File: src/rtl/lcd_pwr_pkg.sv
package lcd_pwr_pkg;
  typedef enum logic [1:0] {
    ST_IDLE    = 2'd0,
    ST_UP_WAIT = 2'd1,
    ST_DN_WAIT = 2'd2
  } seq_state_e;
endpackage

File: src/rtl/ms_tick_gen.sv
module ms_tick_gen #(
  parameter int unsigned CYC_PER_MS = 50000
) (
  input  logic clk_i,
  input  logic rst_ni,
  input  logic restart_i,
  input  logic run_i,
  output logic tick_o
);
  localparam int unsigned CW = (CYC_PER_MS > 1) ? $clog2(CYC_PER_MS) : 1;
  localparam logic [CW-1:0] RELOAD = CW'(CYC_PER_MS - 1);

  logic [CW-1:0] cnt_q;

  always_ff @(posedge clk_i or negedge rst_ni) begin
    if (!rst_ni) begin
      cnt_q <= '0;
    end else if (restart_i) begin
      cnt_q <= RELOAD;
    end else if (run_i) begin
      cnt_q <= (cnt_q == '0) ? RELOAD : cnt_q - 1'b1;
    end
  end

  assign tick_o = run_i && !restart_i && (cnt_q == '0);

  a_r3_cnt_range: assert property (@(posedge clk_i) disable iff (!rst_ni)
    cnt_q <= RELOAD);
endmodule

File: src/rtl/settle_timer.sv
module settle_timer #(
  parameter int unsigned SETTLE_MS = 20
) (
  input  logic clk_i,
  input  logic rst_ni,
  input  logic start_i,
  input  logic clear_i,
  input  logic tick_i,
  output logic run_o,
  output logic done_o
);
  localparam int unsigned MW = $clog2(SETTLE_MS + 1);
  localparam logic [MW-1:0] MS_LOAD = MW'(SETTLE_MS);
  localparam logic [MW-1:0] MS_ONE  = MW'(1);

  logic [MW-1:0] ms_q;
  logic          run_q;

  always_ff @(posedge clk_i or negedge rst_ni) begin
    if (!rst_ni) begin
      ms_q  <= '0;
      run_q <= 1'b0;
    end else if (start_i) begin
      ms_q  <= MS_LOAD;
      run_q <= 1'b1;
    end else if (clear_i) begin
      run_q <= 1'b0;
    end else if (run_q && tick_i) begin
      if (ms_q == MS_ONE) run_q <= 1'b0;
      else                ms_q  <= ms_q - 1'b1;
    end
  end

  assign run_o  = run_q;
  assign done_o = run_q && tick_i && (ms_q == MS_ONE);

  a_r3_ms_nonzero: assert property (@(posedge clk_i) disable iff (!rst_ni)
    run_q |-> (ms_q != '0 && ms_q <= MS_LOAD));
  a_r8_done_ends_run: assert property (@(posedge clk_i) disable iff (!rst_ni)
    (done_o && !start_i) |=> !run_q);
endmodule

File: src/rtl/pwr_seq_fsm.sv
module pwr_seq_fsm
  import lcd_pwr_pkg::*;
(
  input  logic clk_i,
  input  logic rst_ni,
  input  logic en_req_i,
  input  logic dis_req_i,
  input  logic done_i,
  input  logic run_i,
  output logic start_o,
  output logic clear_o,
  output logic ctrl_en_o,
  output logic panel_pwr_o
);
  seq_state_e state_q, state_d;
  logic ctrl_q, ctrl_d, pwr_q, pwr_d;

  always_comb begin
    state_d = state_q;
    ctrl_d  = ctrl_q;
    pwr_d   = pwr_q;
    start_o = 1'b0;
    clear_o = 1'b0;
    unique case (state_q)
      ST_IDLE: begin
        if (dis_req_i) begin
          if (pwr_q) begin
            pwr_d   = 1'b0;
            start_o = 1'b1;
            state_d = ST_DN_WAIT;
          end else begin
            ctrl_d = 1'b0;   // no wait when the panel is already unpowered
          end
        end else if (en_req_i && !pwr_q) begin
          ctrl_d  = 1'b1;
          start_o = 1'b1;
          state_d = ST_UP_WAIT;
        end
      end
      ST_UP_WAIT: begin
        if (dis_req_i) begin
          ctrl_d  = 1'b0;    // abort: panel never powered
          clear_o = 1'b1;
          state_d = ST_IDLE;
        end else if (done_i) begin
          pwr_d   = 1'b1;
          state_d = ST_IDLE;
        end
      end
      ST_DN_WAIT: begin
        if (done_i) begin
          ctrl_d  = 1'b0;
          state_d = ST_IDLE;
        end
      end
      default: state_d = ST_IDLE;
    endcase
  end

  always_ff @(posedge clk_i or negedge rst_ni) begin
    if (!rst_ni) begin
      state_q <= ST_IDLE;
      ctrl_q  <= 1'b0;
      pwr_q   <= 1'b0;
    end else begin
      state_q <= state_d;
      ctrl_q  <= ctrl_d;
      pwr_q   <= pwr_d;
    end
  end

  assign ctrl_en_o   = ctrl_q;
  assign panel_pwr_o = pwr_q;

  a_r2_pwr_needs_ctrl: assert property (@(posedge clk_i) disable iff (!rst_ni)
    pwr_q |-> ctrl_q);
  a_r2_up_order: assert property (@(posedge clk_i) disable iff (!rst_ni)
    $rose(pwr_q) |-> $past(ctrl_q));
  a_r4_dn_order: assert property (@(posedge clk_i) disable iff (!rst_ni)
    $fell(ctrl_q) |-> !$past(pwr_q));
  a_r8_busy_tracks_wait: assert property (@(posedge clk_i) disable iff (!rst_ni)
    (state_q != ST_IDLE) == run_i);
  a_r6_off_stays_off: assert property (@(posedge clk_i) disable iff (!rst_ni)
    (state_q == ST_IDLE && !ctrl_q && dis_req_i) |=> (!ctrl_q && !pwr_q && !run_i));
  a_r9_dn_wait_no_power: assert property (@(posedge clk_i) disable iff (!rst_ni)
    (state_q == ST_DN_WAIT) |=> !pwr_q);
endmodule

File: src/rtl/lcd_pwr_seq.sv
module lcd_pwr_seq #(
  parameter int unsigned CYC_PER_MS = 50000,
  parameter int unsigned SETTLE_MS  = 20
) (
  input  logic clk_i,
  input  logic rst_ni,
  input  logic en_req_i,
  input  logic dis_req_i,
  output logic ctrl_en_o,
  output logic panel_pwr_o,
  output logic busy_o
);
  logic start, clear, tick, run, done;

  ms_tick_gen #(.CYC_PER_MS(CYC_PER_MS)) u_tick (
    .clk_i, .rst_ni,
    .restart_i (start),
    .run_i     (run),
    .tick_o    (tick)
  );

  settle_timer #(.SETTLE_MS(SETTLE_MS)) u_timer (
    .clk_i, .rst_ni,
    .start_i (start),
    .clear_i (clear),
    .tick_i  (tick),
    .run_o   (run),
    .done_o  (done)
  );

  pwr_seq_fsm u_fsm (
    .clk_i, .rst_ni,
    .en_req_i, .dis_req_i,
    .done_i      (done),
    .run_i       (run),
    .start_o     (start),
    .clear_o     (clear),
    .ctrl_en_o   (ctrl_en_o),
    .panel_pwr_o (panel_pwr_o)
  );

  assign busy_o = run;

  a_r10_no_power_on_disable: assert property (@(posedge clk_i) disable iff (!rst_ni)
    dis_req_i |=> !$rose(panel_pwr_o));
endmodule

File: config.mk
export PLATFORM = sky130hd
export DESIGN_NAME = lcd_pwr_seq
export DESIGN_NICKNAME = d
export VERILOG_FILES = /design/src/rtl/lcd_pwr_pkg.sv /design/src/rtl/ms_tick_gen.sv /design/src/rtl/settle_timer.sv /design/src/rtl/pwr_seq_fsm.sv /design/src/rtl/lcd_pwr_seq.sv
export SDC_FILE = /design/constraint.sdc
export NUM_CORES = 1
export LEC_CHECK = 0
export CORE_AREA = 2 2 70 45
export CTS_CLUSTER_SIZE = 28
export DETAILED_ROUTE_END_ITERATION = 8
export DIE_AREA = 0 0 72 47
export GPL_TIMING_DRIVEN = 1
export PLACE_DENSITY = 0.81
export SETUP_SLACK_MARGIN = 0.05
export SLEW_MARGIN = 20
export SYNTH_ARGS = -nofsm -noshare
export SYNTH_HDL_FRONTEND = slang
export SYNTH_SLANG_ARGS = --single-unit
File: constraint.sdc
create_clock -name clk_i -period 2.5 [get_ports clk_i]
set_input_delay 0.75 -clock clk_i [delete_from_list [all_inputs] [get_ports clk_i]]
set_output_delay 0.75 -clock clk_i [all_outputs]
set_load 0.05 [all_outputs]
* Yosys cells after proc, flatten, opt, wreduce, memory -nomap -nowiden *
Cells that the tools add are included.

word-level totals
  flip-flop bits (word level) = 26
  input port bits = 4
  logic and storage cells = 73

operators by class
  add/subtract/negate cells = 2
  equality and inequality tests = 13
  multiplexer cells = 32
  reductions and logical operators = 20

operators by type and width
  kind                                                    number
  2-to-1 mux 16 bit                                       3
  2-to-1 mux 5 bit                                        4
  2-to-1 mux 1 bit                                        17
  zero test 16 bit                                        1
  subtractor 16 x 1 -> 16 bit (second input constant)     1
  inequality test 2 bit (second input constant)           6
  2-to-1 mux 2 bit                                        5
  nonzero test 3 bit                                      3
  inequality test 3 x 2 -> 1 bit (second input constant)  2
  case mux 2 bit (3 select lines)                         1
  nonzero test 2 bit                                      3
  == test 5 x 1 -> 1 bit (second input constant)          1
  logical AND 1 bit                                       5
  AND reduction 5 bit                                     1
  subtractor 5 x 1 -> 5 bit (second input constant)       1
  AND reduction 2 bit                                     2
  AND reduction 4 bit                                     1
  inequality test 3 bit (second input constant)           1
  case mux 1 bit (3 select lines)                         1
  AND reduction 3 bit                                     1
  == test 2 x 1 -> 1 bit (second input constant)          1
  == test 2 bit (second input constant)                   1
  zero test 1 bit                                         2
  zero test 2 bit                                         1
  2 further kinds                                         2

* Longest topological paths before layout *
Gate-level depths: netlist of run 1.

  depth after elaboration = 13
  depth in mapped cells = 8

* Cells and area by module *
From an unflattened synthesis of run 1, not the netlist that was laid out.

second synthesis, totals
  cell total of the unflattened synthesis = 191
  area, all modules = 1715.4 sq um

modules (own cells, without submodules)
  module        times used  cells an instance  area an instance (sq um)
  ms_tick_gen   1           117                1018.5
  pwr_seq_fsm   1           40                 350.3
  settle_timer  1           34                 346.6

* Worst setup path before layout of run 1 *
No wires, ideal clock.

  path kind = input to register
  start = input dis_req_i
  end = register u_fsm.ctrl_q (netlist: u_fsm.ctrl_en_o)
  library setup time = 0.125 ns
  arrival time = 2.038 ns
  setup slack = 0.337 ns
  stages on the path = 6
  path buffers = 1
  cell sequence = clkbuf_1 nand3_1 nand2_1 nor4_4 o211ai_2 mux2_4

on the way
  word-level cells in the longest chain between the ends = 9

RTL lines
  element                                 line                source
  from (decl)                             lcd_pwr_seq.sv:8    input logic dis_req_i,
  2-to-1 mux 1 bit                        pwr_seq_fsm.sv:26   if (dis_req_i) begin
  2-to-1 mux 1 bit                        pwr_seq_fsm.sv:24   unique case (state_q)
  zero test 1 bit                         ms_tick_gen.sv:25   assign tick_o = run_i && !restart_i && (cnt_q == '0);
  logical AND 1 bit (2 in a row)          ms_tick_gen.sv:25
  logical AND 1 bit (2 in a row)          settle_timer.sv:35  assign done_o = run_q && tick_i && (ms_q == MS_ONE);
  inequality test 2 bit (no source line)  -
  AND reduction 5 bit (no source line)    -
  to (signal assigned)                    pwr_seq_fsm.sv:67   ctrl_q <= ctrl_d;
  to (decl)                               pwr_seq_fsm.sv:16   logic ctrl_q, ctrl_d, pwr_q, pwr_d;

Several ways; a longest one is shown, not always the timed one.
A chain may end at the register's enable or synchronous reset.

* Worst setup path in the final report of run 1 *
  start = register u_fsm.pwr_q (netlist: u_fsm.panel_pwr_o)
  end = output panel_pwr_o

RTL lines
  element                 line               source
  from (decl)             pwr_seq_fsm.sv:16
  from (signal assigned)  pwr_seq_fsm.sv:68  pwr_q <= pwr_d;
  to (decl)               lcd_pwr_seq.sv:10  output logic panel_pwr_o,

No word-level cell between the ends.

==> results of run 1 <==
-- per-layer routing --
metal  part of all wire (%)  GRT usage (%)  vias to the layer above
li1                       -              -                      649
met1                     49           33.5                      669
met2                     45           38.1                       34
met3                    5.2           6.22                        2
met4                   0.53           6.79                        0
met5                      0              0                        -
-- worst max path at each step --
stage | start | to | slack [ps] | depth (start not counted)
2_1_floorplan | dis_req_i | u_fsm.ctrl_en_o | 340 | 6
3_3_place_gp | dis_req_i | u_fsm.ctrl_en_o | 120 | 6
3_5_place_dp | dis_req_i | u_timer.ms_q[4] | -10 | 8
4_1_cts | u_fsm.panel_pwr_o | panel_pwr_o | 140 | 1
5_1_grt | u_fsm.panel_pwr_o | panel_pwr_o | 60 | 1
6_report | u_fsm.panel_pwr_o | panel_pwr_o | 140 | 1
-- sequential cells by signal, summed over array words and instances (netlist names) --
register	count
u_tick.cnt_q	16
u_fsm.state_q	2
u_fsm.panel_pwr_o	1
u_fsm.ctrl_en_o	1
u_timer.ms_q	5
u_timer.run_o	1
-- power by group through the flow --
stage	sequential, mW	combinational (mW)	clock (mW)
after global routing	0.543	0.577	0.371
after floorplan	0.586	0.291	0
after CTS	0.532	0.531	0.352
final	0.534	0.535	0.349
after global placement	0.534	0.504	0
after detailed placement	0.541	0.525	0
-- cells in the final DEF, fill, tap and decap left out, types with 5 or more instances in the layout --
master           netlist  final
xor2_1                 5      5
buf_4                  0     12
nand3_1                8      8
a21oi_1               11     11
clkdlybuf4s50_1        0      6
inv_1                 10     10
dfrtp_1               26     26
ha_1                   7      7
nor3_1                 9      9
nor2_1                13     13
o21ai_0                9      9
nand2_1               15     15
-- cells by family after synthesis --
family                     count (synthesis)  share of synthesized area [%]
xor gates and xnor gates                   6                           3.35
and+or+nand+nor                           73                           27.4
buffers and inverters                     14                           3.43
adders and majority gates                  7                           5.58
AOI/OAI and AO/OA                         39                           16.5
DFF                                       26                           41.5
muxes                                      3                           2.23
-- layout make-up --
| type | count | area (um2) | area share (%) |
|---|---|---|---|
| clock buffers | 3 | 41.3 | 2.27 |
| clock inverters | 1 | 30.0 | 1.65 |
| inverters | 10 | 37.5 | 2.07 |
| multi-input cells | 128 | 865 | 47.6 |
| flip-flops and latches | 26 | 651 | 35.8 |
| well taps | 34 | 42.5 | 2.34 |
| repair buffers | 18 | 150 | 8.26 |
-- worst register-to-register path, delay by kind of cell, from the launching register on --
kind                       cells  cell delay [ps]
and+or+nand+nor                2              590
DFF                            1              430
adders and majority gates      1              190
buffers and inverters          3              440
AOI/OAI and AO/OA              3              480
==> results.yml, run 1 <==
run_status:
  outcome: "finished, final reports clean"
cts:
  cts_buffers: 3
  cts.sinks: 26
  cts_max_path_buffers: 2
  path_clk_slew_ps: 90
  htreeDepth: 1
  clk_latency_ps: 280
  postCtsSetupBuffers: 0
  cts_root_buf: "clkbuf_8"
  cts_tree: "yes"
  postCtsResizedCells: 0
  hold_buffers: 0
cells_and_area:
  fin_cells: 220
  syn2layout_area_growth_pct: 15.8
  finalInstanceArea_um2: 1820
  nets: 198
  drive_above_1_share_pct: 13.4
  fillers: 216
  antenna_cells: 0
  post-route-util_pct: 65.9
sta:
  setup_slack_ps: 137
  setup_tns_ps: 0
  slew_headroom_pct: 62.0
  hold_viol: 0
  slew_violations: 0
  clock.fmax_mhz: 423
  fin_worst_skew_ps: 9.02
  finalCritPeriodShare_pct: 94.5
  tightestPinTransition_ps: 565
  fin_crit_ps: 2360
  holdWs_ps: 532
  setup_violations: 0
  rsz0062_at_grt: "false"
placed_design:
  post-place-ws_ps: -13.5
  dp_hpwl_mm: 2.64
  port_buffers: 6
  post_dp_cell_area_um2: 1750
  place_congestion: 0.997
  dp.cells: 216
run:
  cap_violations: 0
global_route:
  first_global_vias: 1308
  grt_pass1_wl_mm: 6.17
  grt_max_degree: 27
  grt_overflow: 0
  antenna_found_initial: 0
  grt_use_total_pct: 24.1
floorplanning:
  die_area_um2: 3380
  die_h_um: 47
  start_util_pct: 56.9
  ios: 7
  die_w_um: 72
  rows: 15
  coreArea_um2: 2760
critical_path:
  r2r_setup_slack_ps: 290
  crit_chain: "clkdlybuf4s50_1"
  startpoint_type: "register"
  crit_type: "register to output port"
  reg2reg_to: "u_tick.cnt_q[3]"
  crit_fanout: 9
  r2r_start: "u_tick.cnt_q[0]"
  reg2reg_depth: 9
  crit_arrival_ps: 1610
  cp_top_family: "buffers and inverters"
  cp.required_ps: 1750
  critPathMaxStageDelay_ps: 850
  critPathCaptureType: "output port"
  cpMaxStageDelayCell: "clkdlybuf4s50_1"
  crit_buf_inv: 1
logic_synthesis:
  avgSynthCellArea_um2: 9.34
  synth_edf_count: 0
  yosysTopAreaCellShare_pct: 41.5
  synthTopCellsByArea: "dfrtp_1, ha_1, nand2_1"
  synthCells: 168
  synth_largest_area_cell: "dfrtp_1"
  synth_most_common_cell: "dfrtp_1"
  synthFlopType: "dfrtp_1"
  ys_top_cells_by_count: "dfrtp_1, nand2_1, nor2_1, a21oi_1, inv_1"
  synthDistinctLibCells: 47
  synth-seq-cells: 26
  synth_area_um2: 1570
  async_flop_share_pct: 100
  seq_area_frac_synth_pct: 41.5
  syn_nets: 179
  ys_warn_count: 0
power:
  power_leakage_nw: 0.753
  power.internal_mw: 0.905
  powerDensity_nw_per_um2: 781
  power.total_mw: 1.42
  power.switching_mw: 0.514
  sw_frac_of_total_pct: 36.2
  pwr-share-clk_pct: 24.6
  pwr-share-seq_pct: 37.6
  ir_drop_mv: 0.415
  combPwrFrac_pct: 37.7
drt:
  post_drt_wl_per_cell_um: 16.3
  drc: 0
  routed-via-count: 1354
  drtPass1Iterations: 4
  drt-total-wl_mm: 3.58
  drt-vias-per-instance: 6.15
  drtAntennaViolNets: 0
  drt_iter0_drc: 103
worst_hold_path:
  min_to: "u_fsm.ctrl_en_o"
  hp-start: "u_fsm.ctrl_en_o"
  hp-class: "register to register"
  min_path_cells: 1
No activity file was read; power rests on OpenSTA's default activity.
==> run 2: changes to the inputs <==
CORE_AREA = 2 2 73 47   (was 2 2 70 45)
DIE_AREA = 0 0 75 49   (was 0 0 72 47)
PLACE_DENSITY = 0.8   (was 0.81)
SYNTH_HIERARCHICAL = 1   (was not set)
==> results.yml, run 2 <==
sta:
  rsz0062_at_grt: "false"
  setup_tns_ps: 0
  slew_violations: 0
  clock.fmax_mhz: 426
  slew_headroom_pct: 54.4
  tightestPinTransition_ps: 679
  finalCritPeriodShare_pct: 94.0
  fin_worst_skew_ps: 1.91
  fin_crit_ps: 2350
  hold_viol: 0
  setup_slack_ps: 150
  setup_violations: 0
logic_synthesis:
  async_flop_share_pct: 100
  synth_most_common_cell: "dfrtp_1"
  ys_top_cells_by_count: "dfrtp_1, nor2_1, inv_1, nand2_1, o21ai_0"
  synthFlopType: "dfrtp_1"
  syn_nets: 204
  synthDistinctLibCells: 42
  synth_largest_area_cell: "dfrtp_1"
  seq_area_frac_synth_pct: 37.9
  synth_area_um2: 1720
  synthCells: 191
  ys_warn_count: 6
  synth_edf_count: 0
  avgSynthCellArea_um2: 8.98
  yosysTopAreaCellShare_pct: 37.9
  synth-seq-cells: 26
  synthTopCellsByArea: "dfrtp_1, ha_1, o21ai_0"
drt:
  drt_iter0_drc: 154
  drt-total-wl_mm: 4.50
  drc: 0
  routed-via-count: 1633
  post_drt_wl_per_cell_um: 17.1
  drtPass1Iterations: 5
  drt-vias-per-instance: 6.21
  drtAntennaViolNets: 0
global_route:
  grt_max_degree: 27
  grt_pass1_wl_mm: 7.29
  first_global_vias: 1542
  grt_use_total_pct: 25.7
  grt_overflow: 0
  antenna_found_initial: 0
power:
  powerDensity_nw_per_um2: 816
  ir_drop_mv: 0.669
  power_leakage_nw: 0.874
  power.total_mw: 1.68
cts:
  cts.sinks: 26
  clk_latency_ps: 280
  htreeDepth: 1
  hold_buffers: 0
  cts_buffers: 3
  cts_max_path_buffers: 2
  path_clk_slew_ps: 90
  cts_tree: "yes"
  cts_root_buf: "clkbuf_8"
floorplanning:
  die_w_um: 75
  start_util_pct: 56.0
  die_h_um: 49
  coreArea_um2: 3060
  rows: 16
  ios: 7
  die_area_um2: 3680
run:
  cap_violations: 0
critical_path:
  critPathMaxStageDelay_ps: 570
  crit_arrival_ps: 2520
  cpMaxStageDelayCell: "or4_1"
  crit_type: "register to register"
  crit_fanout: 4
  cp_top_family: "simple AND/OR/NAND/NOR gates"
  critPathCaptureType: "register"
  r2r_setup_slack_ps: 150
  startpoint_type: "register"
  reg2reg_to: "u_fsm/ctrl_en_o"
  cp.required_ps: 2670
  crit_chain: "or4_1 > nor2_2 > nand2_2 > nor2_4 > and3_4 > inv_2 > a221oi_2 > mux2i_1 > nand2_1"
  r2r_start: "u_tick/cnt_q[5]"
  crit_buf_inv: 1
  reg2reg_depth: 9
run_status:
  outcome: "finished, final reports clean"
cells_and_area:
  largest_register: "u_tick/cnt_q"
  nets: 232
  fin_cells: 263
  top_regs: "u_tick/cnt_q: 16 flops, u_timer/ms_q: 5 flops, u_fsm/state_q: 2 flops"
  syn2layout_area_growth_pct: 20.4
  regArea_um2: 653
  final_cell_mix: "dfrtp_1, buf_4, inv_1, nor2_1"
  multi_input_area_um2: 1030
  antenna_cells: 0
  drive_above_1_share_pct: 22.5
  finalInstanceArea_um2: 2060
  fillers: 240
  largest_reg_flops: 16
  final_common_cell: "dfrtp_1"
worst_hold_path:
  hp-class: "register to register"
  hp-start: "u_timer/ms_q[1]"
  min_path_cells: 2
  min_to: "u_timer/ms_q[1]"
placed_design:
  post-place-ws_ps: -383
  dp.cells: 249
  port_buffers: 6
  place_congestion: 0.916
  post_dp_cell_area_um2: 1910
  dp_hpwl_mm: 3.05
==> run 2: changes by cell type after synthesis, sizes merged, moves of 3 or more <==
cell	delta
xor2	-5
o31a	+4
nand3b	+3
a31o	+3
a31oi	+4
o21ai	+4
nor3b	-3
or4	+3
inv	+4
or3	+5
==> run 2: worst max path at each step <==
| stage | depth (start not counted) | startpoint | endpoint |
|---|---|---|---|
| 2_1_floorplan | 14 | dis_req_i | u_fsm/ctrl_en_o |
| 3_3_place_gp | 9 | dis_req_i | u_timer/ms_q[3] |
| 3_5_place_dp | 9 | dis_req_i | u_timer/ms_q[2] |
| 4_1_cts | 11 | dis_req_i | u_fsm/ctrl_en_o |
| 5_1_grt | 9 | u_tick/cnt_q[5] | u_fsm/ctrl_en_o |
| 6_report | 9 | u_tick/cnt_q[5] | u_fsm/ctrl_en_o |
==> run 2: logic make-up after synthesis <==
family | share of synthesized area (%)
AOI/OAI and AO/OA | 20.9
adders and majority gates | 6.56
buffers and inverters | 4.38
DFF | 37.9
muxes | 0.584
and+or+nand+nor | 29.6
==> run 2: per-stage QoR <==
stage / hold slack, ps / utilization (%)
after floorplan: 454 / -
after global placement: 519 / 62.5
after detailed placement: 548 / 62.5
after CTS: 563 / 65.3
after global routing: 607 / 67.4
final: 579 / 67.4
==> run 2: power breakdown <==
group	total (mW)	internal [mW]	switching, mW	leakage (nW)
logic	0.806	0.336	0.470	0.541
clock network	0.285	0.141	0.143	0.0288
registers	0.593	0.492	0.101	0.304
total	1.68	0.969	0.714	0.874
==> run 2: worst reg2reg max path, stage by stage, from the launching register on <==
cell      delay [ps]
dfrtp_1          450
or4_1            570
nor2_2           190
nand2_2           80
nor2_4           130
and3_4           190
inv_2             40
a221oi_2         270
mux2i_1          240
nand2_1           90
==> run 2: layout make-up <==
cell class,count,area share (%)
clock buffers,4,2.67
inverters,14,2.55
multi-input cells,147,49.8
flip-flops and latches,26,31.6
well taps,45,2.73
repair buffers,27,10.7
==> run 2: repair_timing <==
item                                    4_1_cts  5_1_grt
gates cloned                                  1        0
pin swaps                                     1        6
endpoints found under the setup margin        7        6
buffers inserted                              2        7
resized for setup                             2        6
==> run 2: per-layer routing <==
metal / GRT usage, % / vias up / share of wire [%]
li1: - / 761 / -
met1: 36.8 / 757 / 44
met2: 39.3 / 99 / 46
met3: 6.61 / 16 / 8.6
met4: 5.65 / 0 / 2.0
met5: 0 / - / 0
==> run 3: changes to the inputs <==
==> constraint.sdc (replaced) <==
create_clock -name clk_i -period 2.5 [get_ports clk_i]
set_input_delay 0.75 -clock clk_i [delete_from_list [all_inputs] [get_ports clk_i]]
set_output_delay 0.75 -clock clk_i [all_outputs]
set_load 0.02 [all_outputs]
==> results.yml, run 3 (synthesis results as in run 2) <==
cts:
  cts_tree: "yes"
  cts_root_buf: "clkbuf_8"
  cts.sinks: 26
  cts_max_path_buffers: 2
  clk_latency_ps: 280
  cts_buffers: 3
  path_clk_slew_ps: 90
  htreeDepth: 1
sta:
  rsz0062_at_grt: "false"
  setup_tns_ps: 0
  setup_violations: 0
  clock.fmax_mhz: 433
  tightestPinTransition_ps: 700
  hold_viol: 0
  fin_worst_skew_ps: 8.87
  fin_crit_ps: 2310
  slew_violations: 0
  finalCritPeriodShare_pct: 92.5
  slew_headroom_pct: 53.0
global_route:
  antenna_found_initial: 0
  grt_overflow: 0
  grt_pass1_wl_mm: 7.33
  grt_max_degree: 27
  first_global_vias: 1563
  grt_use_total_pct: 25.9
cells_and_area:
  drive_above_1_share_pct: 20.6
  largest_reg_flops: 16
  top_regs: "u_tick/cnt_q: 16 flops, u_timer/ms_q: 5 flops, u_fsm/state_q: 2 flops"
  final_common_cell: "dfrtp_1"
  largest_register: "u_tick/cnt_q"
  nets: 228
  fin_cells: 259
  syn2layout_area_growth_pct: 18.8
  antenna_cells: 0
  final_cell_mix: "dfrtp_1, buf_4, inv_1, nand2_1, nor2_1"
run_status:
  outcome: "finished, final reports clean"
drt:
  drc: 0
  drtPass1Iterations: 5
  post_drt_wl_per_cell_um: 16.7
  drt-total-wl_mm: 4.32
  routed-via-count: 1620
  drt_iter0_drc: 205
  drt-vias-per-instance: 6.25
  drtAntennaViolNets: 0
critical_path:
  crit_fanout: 4
  cp.required_ps: 2660
  startpoint_type: "register"
  crit_type: "register to register"
  crit_arrival_ps: 2470
  critPathCaptureType: "register"
power:
  ir_drop_mv: 0.504
  powerDensity_nw_per_um2: 792
  power_leakage_nw: 0.851
floorplanning:
  die_w_um: 75
  coreArea_um2: 3060
  rows: 16
  start_util_pct: 56.0
  ios: 7
  die_area_um2: 3680
  die_h_um: 49
placed_design:
  dp_hpwl_mm: 3.06
  port_buffers: 6
  dp.cells: 250
  place_congestion: 0.895
run:
  cap_violations: 0
worst_hold_path:
  hp-class: "register to register"
-- run 3: changes by cell type in the layout (fill, tap and decap cells not counted), sizes merged --
cell	before	now
dlygate4sd2	0	1
buf	22	18
dlymetal6s2s	2	1
clkdlybuf4s50	3	4
nand3b	6	5
-- run 3: layer usage --
layer  share of wire (%)  GRT usage [%]  up-vias  wire length (um)
li1                    -              -      747                 -
met1                  45           38.5      792              1950
met2                  47           38.5       77              2040
met3                 7.1           5.99        4               306
met4                0.51           5.95        0                22
met5                   0              0        -                 0
-- run 3: critical path, cell delays in order (launching register included) --
cell	delay [ps]
dfrtp_1	440
or4_1	600
nor2_4	170
nand2_2	80
nor2_4	100
and3_4	190
inv_2	40
a221oi_2	250
mux2i_1	230
nand2_1	80
-- run 3: worst paths after layout --
path | slack, ps | depth (start not counted) | end | start
worst max-delay path | 190 | 9 | u_fsm/ctrl_en_o | u_tick/cnt_q[5]
max in group asynchronous | 1380 | 2 | u_fsm/state_q[0] | rst_ni
worst max register to register | 190 | 9 | u_fsm/ctrl_en_o | u_tick/cnt_q[5]
min in group asynchronous | 830 | 2 | u_tick/cnt_q[3] | rst_ni
worst min-delay path | 540 | 1 | u_tick/cnt_q[0] | u_tick/cnt_q[0]
worst min register to register | 540 | 1 | u_tick/cnt_q[0] | u_tick/cnt_q[0]
-- run 3: timing repair --
item / CTS / global route
hold buffers: 0 / 0
setup buffers: 3 / 2
pin swaps: 1 / 4
setup endpoints to repair: 7 / 7
resized for setup: 3 / 5
-- run 3: report_power, final --
part / leakage (nW) / switching, mW / internal (mW) / total [mW]
logic: 0.517 / 0.436 / 0.323 / 0.759
clock network: 0.0288 / 0.134 / 0.141 / 0.275
registers: 0.305 / 0.0891 / 0.490 / 0.579
-- run 3: through the flow --
| stage | total power [mW] | cell area, um2 | util, % | worst slack, ps | hold WS (ps) |
|---|---|---|---|---|---|
| after floorplan | 1.07 | 1750 | - | -172 | 454 |
| after detailed placement | 1.31 | 1920 | 62.8 | -372 | 532 |
| after global routing | 1.73 | 2040 | 66.5 | 18.8 | 586 |
| after CTS | 1.60 | 2010 | 65.6 | 119 | 542 |
| after global placement | 1.27 | 1920 | 62.8 | -203 | 518 |
| final | 1.61 | 2040 | 66.5 | 189 | 541 |
-- run 3: area by class of cell --
cell class	instances	area (um2)
Tap cell	45	56.3
Timing Repair Buffer	24	196
Inverter	14	52.6
Clock buffer	4	55.1
Fill cell	238	1020
Multi-Input combinational cell	146	1030
Sequential cell	26	652
